$ cat config.mk
export PLATFORM = sky130hd
export DESIGN_NAME = hbi_host_bridge
export DESIGN_NICKNAME = d
export VERILOG_FILES = /design/src/rtl/hbi_pkg.sv /design/src/rtl/hbi_sync.sv /design/src/rtl/hbi_decode.sv /design/src/rtl/hbi_ctrl.sv /design/src/rtl/hbi_host_bridge.sv
export SDC_FILE = /design/constraint.sdc
export NUM_CORES = 1
export LEC_CHECK = 0
export CAP_MARGIN = 20
export CORE_UTILIZATION = 40
export CTS_CLUSTER_DIAMETER = 60
export DETAILED_ROUTE_END_ITERATION = 6
export PLACE_DENSITY = 0.72
export SLEW_MARGIN = 20
export SYNTH_ARGS = -nofsm -noshare
export SYNTH_HDL_FRONTEND = slang
export SYNTH_SLANG_ARGS = --single-unit
$ cat constraint.sdc
create_clock -name clk -period 1.8 [get_ports clk]
set_input_delay 0.36 -clock clk [delete_from_list [all_inputs] [get_ports clk]]
set_output_delay 0.36 -clock clk [all_outputs]
set_load 0.01 [all_outputs]
$ cat src/rtl/hbi_pkg.sv
// Shared types for the host bus bridge.
// Assumes: nothing beyond IEEE 1800-2017.
package hbi_pkg;

    typedef enum logic [1:0] {
        ST_IDLE  = 2'd0,
        ST_ISSUE = 2'd1,
        ST_WAIT  = 2'd2,
        ST_ACK   = 2'd3
    } hbi_state_t;

    localparam logic MODE_SPLIT  = 1'b0;
    localparam logic MODE_STROBE = 1'b1;

endpackage

$ cat src/rtl/hbi_sync.sv
// Multi-stage synchronizer for a vector of asynchronous inputs.
// Every bit passes through STAGES flops, so bits that were sampled together
// leave together. Assumes the host holds a value steady for longer than
// STAGES clocks when it matters (address and data around a strobe).
module hbi_sync #(
    parameter int          W       = 4,
    parameter int          STAGES  = 2,
    parameter logic [W-1:0] RST_VAL = '0
) (
    input  logic         clk,
    input  logic         rst_n,
    input  logic [W-1:0] d,
    output logic [W-1:0] q
);

    logic [W-1:0] stage_q [STAGES];

    generate
        for (genvar s = 0; s < STAGES; s++) begin : g_stage
            if (s == 0) begin : g_first
                // First flop: sample the asynchronous input.
                always_ff @(posedge clk) begin
                    if (!rst_n) stage_q[0] <= RST_VAL;
                    else        stage_q[0] <= d;
                end
            end else begin : g_next
                // Later flops: let metastability settle.
                always_ff @(posedge clk) begin
                    if (!rst_n) stage_q[s] <= RST_VAL;
                    else        stage_q[s] <= stage_q[s-1];
                end
            end
        end
    endgenerate

    assign q = stage_q[STAGES-1];

endmodule

$ cat src/rtl/hbi_decode.sv
// Maps the three synchronized control pins onto "cycle active" and
// "cycle is a read" according to the static mode input.
// Mode 0: strb = chip select, rdwr = read strobe, ds = write strobe (all
//         active low); a cycle needs select plus exactly one strobe.
// Mode 1: strb = address strobe, ds = data strobe (active low),
//         rdwr = direction (1 = read); a cycle needs both strobes low.
// Assumes mode_sel is static while the bus is in use.
module hbi_decode
    import hbi_pkg::*;
(
    input  logic mode_sel,
    input  logic strb_n_s,
    input  logic rdwr_s,
    input  logic ds_n_s,
    output logic cyc_active,
    output logic cyc_read
);

    // Purpose: decode the pin meanings for the selected convention.
    always_comb begin
        if (mode_sel == MODE_STROBE) begin
            cyc_active = !strb_n_s && !ds_n_s;
            cyc_read   = rdwr_s;
        end else begin
            cyc_active = !strb_n_s && (rdwr_s ^ ds_n_s);
            cyc_read   = !rdwr_s;
        end
    end

endmodule

$ cat src/rtl/hbi_ctrl.sv
// Cycle controller: turns one decoded host cycle into one internal pulse,
// holds address, write data and read data, and drives the raw handshake.
// Assumes all inputs are already synchronized to clk and that the internal
// port answers each read pulse with a reg_rvalid pulse.
module hbi_ctrl
    import hbi_pkg::*;
#(
    parameter int ADDR_W = 10,
    parameter int DATA_W = 8
) (
    input  logic              clk,
    input  logic              rst_n,
    input  logic              mode_sel,
    input  logic              ale_s,
    input  logic [ADDR_W-1:0] addr_s,
    input  logic [DATA_W-1:0] data_s,
    input  logic              cyc_active,
    input  logic              cyc_read,
    input  logic [DATA_W-1:0] reg_rdata,
    input  logic              reg_rvalid,
    output logic [ADDR_W-1:0] addr_q,
    output logic [DATA_W-1:0] wdata_q,
    output logic [DATA_W-1:0] rdata_q,
    output logic              reg_wr,
    output logic              reg_rd,
    output logic              ack_int
);

    hbi_state_t state_q;
    logic       is_rd_q;

    // Purpose: sequence a host cycle from detection through release.
    always_ff @(posedge clk) begin
        if (!rst_n) begin
            state_q <= ST_IDLE;
            is_rd_q <= 1'b0;
        end else begin
            unique case (state_q)
                ST_IDLE:  if (cyc_active) begin
                              is_rd_q <= cyc_read;
                              state_q <= ST_ISSUE;
                          end
                ST_ISSUE: state_q <= is_rd_q ? ST_WAIT : ST_ACK;
                ST_WAIT:  if (reg_rvalid) state_q <= ST_ACK;
                ST_ACK:   if (!cyc_active) state_q <= ST_IDLE;
                default:  state_q <= ST_IDLE;
            endcase
        end
    end

    // Purpose: hold the address (latch-enable follow in mode 0, cycle start in mode 1).
    always_ff @(posedge clk) begin
        if (!rst_n) begin
            addr_q <= '0;
        end else if (mode_sel == MODE_SPLIT) begin
            if (ale_s) addr_q <= addr_s;
        end else if (state_q == ST_IDLE && cyc_active) begin
            addr_q <= addr_s;
        end
    end

    // Purpose: capture write data once per cycle so later bus noise is ignored.
    always_ff @(posedge clk) begin
        if (!rst_n)                                wdata_q <= '0;
        else if (state_q == ST_IDLE && cyc_active) wdata_q <= data_s;
    end

    // Purpose: hold returned read data for the host data bus.
    always_ff @(posedge clk) begin
        if (!rst_n)                                rdata_q <= '0;
        else if (state_q == ST_WAIT && reg_rvalid) rdata_q <= reg_rdata;
    end

    assign reg_rd  = (state_q == ST_ISSUE) &&  is_rd_q;
    assign reg_wr  = (state_q == ST_ISSUE) && !is_rd_q;
    assign ack_int = (state_q == ST_ACK);

    // never both internal strobes at once.
    assert_no_dual_pulse_R5: assert property (@(posedge clk) disable iff (!rst_n)
        !(reg_rd && reg_wr));

    // every internal pulse lasts exactly one clock.
    assert_single_pulse_R5: assert property (@(posedge clk) disable iff (!rst_n)
        (reg_rd || reg_wr) |=> !(reg_rd || reg_wr));

    // a write is acknowledged right after it has been issued.
    assert_write_then_ack_R8: assert property (@(posedge clk) disable iff (!rst_n)
        reg_wr |=> ack_int);

    // returned read data leads straight to the handshake.
    assert_read_then_ack_R8: assert property (@(posedge clk) disable iff (!rst_n)
        (state_q == ST_WAIT && reg_rvalid) |=> ack_int);

    // the handshake is dropped once the host has released the strobes.
    assert_ack_release_R8: assert property (@(posedge clk) disable iff (!rst_n)
        (ack_int && !cyc_active) |=> !ack_int);

    // held write data does not move while the handshake is active.
    assert_wdata_hold_R9: assert property (@(posedge clk) disable iff (!rst_n)
        ack_int |=> $stable(wdata_q));

endmodule

$ cat src/rtl/hbi_host_bridge.sv
// Top of the dual-convention host bus bridge.
// Synchronizes every host input, decodes the cycle per mode, runs the
// cycle controller, and applies the per-mode handshake polarity. The data
// bus enable follows the raw pins so that the bus is released as soon as
// the host lifts its read strobe.
// Assumes mode_sel is static and the host holds address and data stable
// while its strobes are asserted.
module hbi_host_bridge
    import hbi_pkg::*;
#(
    parameter int ADDR_W = 10,
    parameter int DATA_W = 8,
    parameter int STAGES = 2
) (
    input  logic              clk,
    input  logic              rst_n,
    input  logic              mode_sel,
    input  logic              ale,
    input  logic [ADDR_W-1:0] addr_in,
    input  logic [DATA_W-1:0] data_in,
    output logic [DATA_W-1:0] data_out,
    output logic              data_oe,
    input  logic              strb_n,
    input  logic              rdwr,
    input  logic              ds_n,
    output logic              ack_out,
    output logic [ADDR_W-1:0] reg_addr,
    output logic [DATA_W-1:0] reg_wdata,
    output logic              reg_wr,
    output logic              reg_rd,
    input  logic [DATA_W-1:0] reg_rdata,
    input  logic              reg_rvalid
);

    localparam int CTL_W  = 4;
    localparam int SYNC_W = CTL_W + ADDR_W + DATA_W;
    localparam logic [SYNC_W-1:0] SYNC_RST = {{CTL_W{1'b1}}, {(ADDR_W + DATA_W){1'b0}}};

    logic [SYNC_W-1:0] sync_d, sync_q;
    logic              ale_s, strb_n_s, rdwr_s, ds_n_s;
    logic [ADDR_W-1:0] addr_s;
    logic [DATA_W-1:0] data_s;
    logic              cyc_active, cyc_read, ack_int;
    logic [DATA_W-1:0] rdata_q;

    assign sync_d = {ale, strb_n, rdwr, ds_n, addr_in, data_in};

    hbi_sync #(
        .W       (SYNC_W),
        .STAGES  (STAGES),
        .RST_VAL (SYNC_RST)
    ) u_sync (
        .clk   (clk),
        .rst_n (rst_n),
        .d     (sync_d),
        .q     (sync_q)
    );

    assign {ale_s, strb_n_s, rdwr_s, ds_n_s, addr_s, data_s} = sync_q;

    hbi_decode u_decode (
        .mode_sel   (mode_sel),
        .strb_n_s   (strb_n_s),
        .rdwr_s     (rdwr_s),
        .ds_n_s     (ds_n_s),
        .cyc_active (cyc_active),
        .cyc_read   (cyc_read)
    );

    hbi_ctrl #(
        .ADDR_W (ADDR_W),
        .DATA_W (DATA_W)
    ) u_ctrl (
        .clk        (clk),
        .rst_n      (rst_n),
        .mode_sel   (mode_sel),
        .ale_s      (ale_s),
        .addr_s     (addr_s),
        .data_s     (data_s),
        .cyc_active (cyc_active),
        .cyc_read   (cyc_read),
        .reg_rdata  (reg_rdata),
        .reg_rvalid (reg_rvalid),
        .addr_q     (reg_addr),
        .wdata_q    (reg_wdata),
        .rdata_q    (rdata_q),
        .reg_wr     (reg_wr),
        .reg_rd     (reg_rd),
        .ack_int    (ack_int)
    );

    // Purpose: drive the host data bus only during a selected read.
    always_comb begin
        if (mode_sel == MODE_STROBE) data_oe = !strb_n && rdwr;
        else                         data_oe = !strb_n && !rdwr;
    end

    assign data_out = rdata_q;

    // Purpose: apply the handshake polarity of the selected convention.
    assign ack_out = (mode_sel == MODE_STROBE) ? !ack_int : ack_int;

    // the bus is never driven while the host is writing (mode 0).
    assert_no_drive_on_write_R6: assert property (@(posedge clk) disable iff (!rst_n)
        (mode_sel == MODE_SPLIT && !ds_n && rdwr) |-> !data_oe);

    // no internal pulse while the synchronized bus is idle and no cycle is open.
    assert_quiet_when_idle_R5: assert property (@(posedge clk) disable iff (!rst_n)
        (!cyc_active && !ack_int && !reg_rd && !reg_wr && $past(!cyc_active)) |=> !(reg_rd || reg_wr));

endmodule

==> results_dict.tcl <==
set metrics [dict create \
    status "finished clean" \
    synth_mux_area_frac 0.09343 \
    ys_ff_latch 73 \
    viasPerCell 4.488 \
    grt_pass1_wl_um 6582 \
    fp.dieW_um 80.70 \
    fin_crit_ps 1728 \
    finClkSkew_ps 9.181 \
    drtIter0Drc 55 \
    via_count 1665 \
    grt_start_max_net_pins 76 \
    rsz0062_at_grt "no" \
    timing.slew.headroom 0.7582 \
    drt_pass1_iterations 4 \
    power_leakage_nw 1.406 \
    antenna_cells 0 \
    cts_num_sinks 73 \
    synth_ff_type "dfxtp_1" \
    seqCellArea_um2 1466 \
    synth-xor-area-share 0.01061 \
    final_max_slew_viol_count 0 \
    synth_edf_count 0 \
    powerDensity_nw_per_um2 960.6 \
    synth_area_um2 2477 \
    synth_compound_area_frac 0.03535 \
    synth_seq_area_share 0.5899 \
    finalCritPeriodShare 0.9600 \
    critPathRequiredTime_ps 1440 \
    chipHeight_um 80.70 \
    path_class "register to output pin" \
    yosys.area_share.simple 0.2141 \
    synth.distinct_cells 24 \
    instances_no_fill 371 \
    syn_area_per_cell_um2 11.11 \
    start_util 0.4160 \
    setup_ws_ps 72.02 \
    area_delta_synth_final_pct 37.22 \
    total_power_mw 3.265 \
    dieArea_um2 6512 \
    syn_nets 262 \
    report.final.hold_viol_count 0 \
    layout_common_cells "dfxtp_1, clkdlybuf4s50_1, and2_1" \
    ioPinCount 64 \
    nets 330 \
    wl_um 4015 \
    tritoncts "built" \
    cts.path.max_buffers 2 \
    layout_commonest_cell "dfxtp_1" \
    cp.arrival_ps 1370 \
    antenna_found_initial 0 \
    syn_inst 223 \
    hpwl_um 2701 \
    tns_ps 0 \
    hp-start "u_sync.stage_q[0][19]" \
    postCtsHoldBufs 0 \
    clock_latency_ps 330 \
    synth_top_family_by_area "simple AND/OR/NAND/NOR gates" \
    n_fill_cell 537 \
    max-vdd-ir-drop_mv 0.6438 \
    end_kind "output pin" \
    holdWs_ps 413.5 \
    wl_per_cell_um 10.82 \
    drive_gt1_frac 0.09459 \
    place_congestion 0.7371 \
    htree_levels 3 \
    tightest_slew_ps 358.0 \
    overflow 0 \
    port_buffers 63 \
    antenna_left 0 \
    pre_cts_slack_ps -286.9 \
    cts_made_buffers 9 \
    cts_root_buf "clkbuf_8" \
    setup-violations-final 0 \
    worstPathMaxFanout 5 \
    cts.clk_slew.worst_paths_ps 70 \
    drv_cap 0 \
    r2r_start "u_ctrl.state_q[0]" \
    drc 0 \
    crit_start "u_ctrl.state_q[1]" \
    num_rows 28 \
    first_global_vias 1565 \
    async_flop_share 0 \
    multiInputGateArea_um2 938.4 \
    yosysWarnings 0 \
    synthAdderAreaFrac 0.02525 \
    hold_path_class "register to register" \
    critPathLaunchType "register" \
    coreArea_um2 5956 \
    dp_cells 354 \
    grt_usage 0.1363 \
    timing.fmax_mhz 578.7 \
]
worst paths after layout:
| path | cells after the start | slack (ps) | endpoint |
|---|---|---|---|
| max | 4 | 70 | reg_rd |
| min | 1 | 410 | u_sync.stage_q[1][19] |
| max reg2reg | 7 | 210 | u_ctrl.addr_q[9] |
| min reg2reg | 1 | 410 | u_sync.stage_q[1][19] |
area by class of cell:
class                   instances  area share
well taps                      75     0.02760
flip-flops and latches         73      0.4314
inverters                       3    0.003312
clock buffers                  10     0.03754
repair buffers                 70      0.2039
multi-input cells             134      0.2760
clock inverters                 6     0.02024
through the flow:
step | utilization | cell area (um2)
finish | 0.5708 | 3400
floorplan | - | 2477
global route | 0.5708 | 3400
CTS | 0.5697 | 3393
global placement | 0.5374 | 3201
detailed placement | 0.5374 | 3201
state kept, by name (all words and copies together) (netlist names):
signal,count
u_ctrl.is_rd_q,1
u_ctrl.rdata_q,8
u_sync.stage_q,44
u_ctrl.state_q,2
u_ctrl.addr_q,10
u_ctrl.wdata_q,8
where the power goes:
group / internal, mW / leakage (nW) / total (mW) / switching (mW)
Combinational: 0.198 / 0.710 / 0.334 / 0.135
Sequential: 1.68 / 0.600 / 1.71 / 0.0313
Clock: 0.644 / 0.0964 / 1.22 / 0.573
repair_timing:
item,4_1_cts,5_1_grt
pin swaps,0,0
gates resized for setup,7,3
gates cloned,0,0
setup endpoints to repair,4,2
buffers inserted,0,1
Yosys cell counts, types with 2 or more instances:
library cell,n,share of area
dfxtp_1,73,0.59
and2_1,37,0.093
mux2i_1,22,0.089
nor2b_1,21,0.053
nand2_1,12,0.018
a21boi_0,8,0.024
clkbuf_1,8,0.012
nand2b_1,8,0.020
nand3_1,8,0.016
ha_1,5,0.025
inv_1,3,0.0045
buf_2,2,0.0040
buf_4,2,0.0061
nor2_1,2,0.0030
o21ai_0,2,0.0040
xor2_1,2,0.0071
critical path: stages, from the launching register on:
cell and delay (ps):
dfxtp_4 370, inv_1 70, ha_1 180, and2_1 140, dlygate4sd2_1 270
cell families after synthesis:
family          after synthesis
simple gates                 91
buf+inv                      16
mux                          23
xor+xnor                      3
flops                        73
fa+ha+maj                     5
compound gates               12
layer usage:
metal	vias to the layer above	GRT usage	part of all wire
met5	-	0	0
met4	0	0.04821	0.0047
met3	2	0.07045	0.079
met2	59	0.2483	0.49
met1	755	0.1304	0.42
li1	849	-	-
Note: power is estimated with default switching activity, not from simulation.
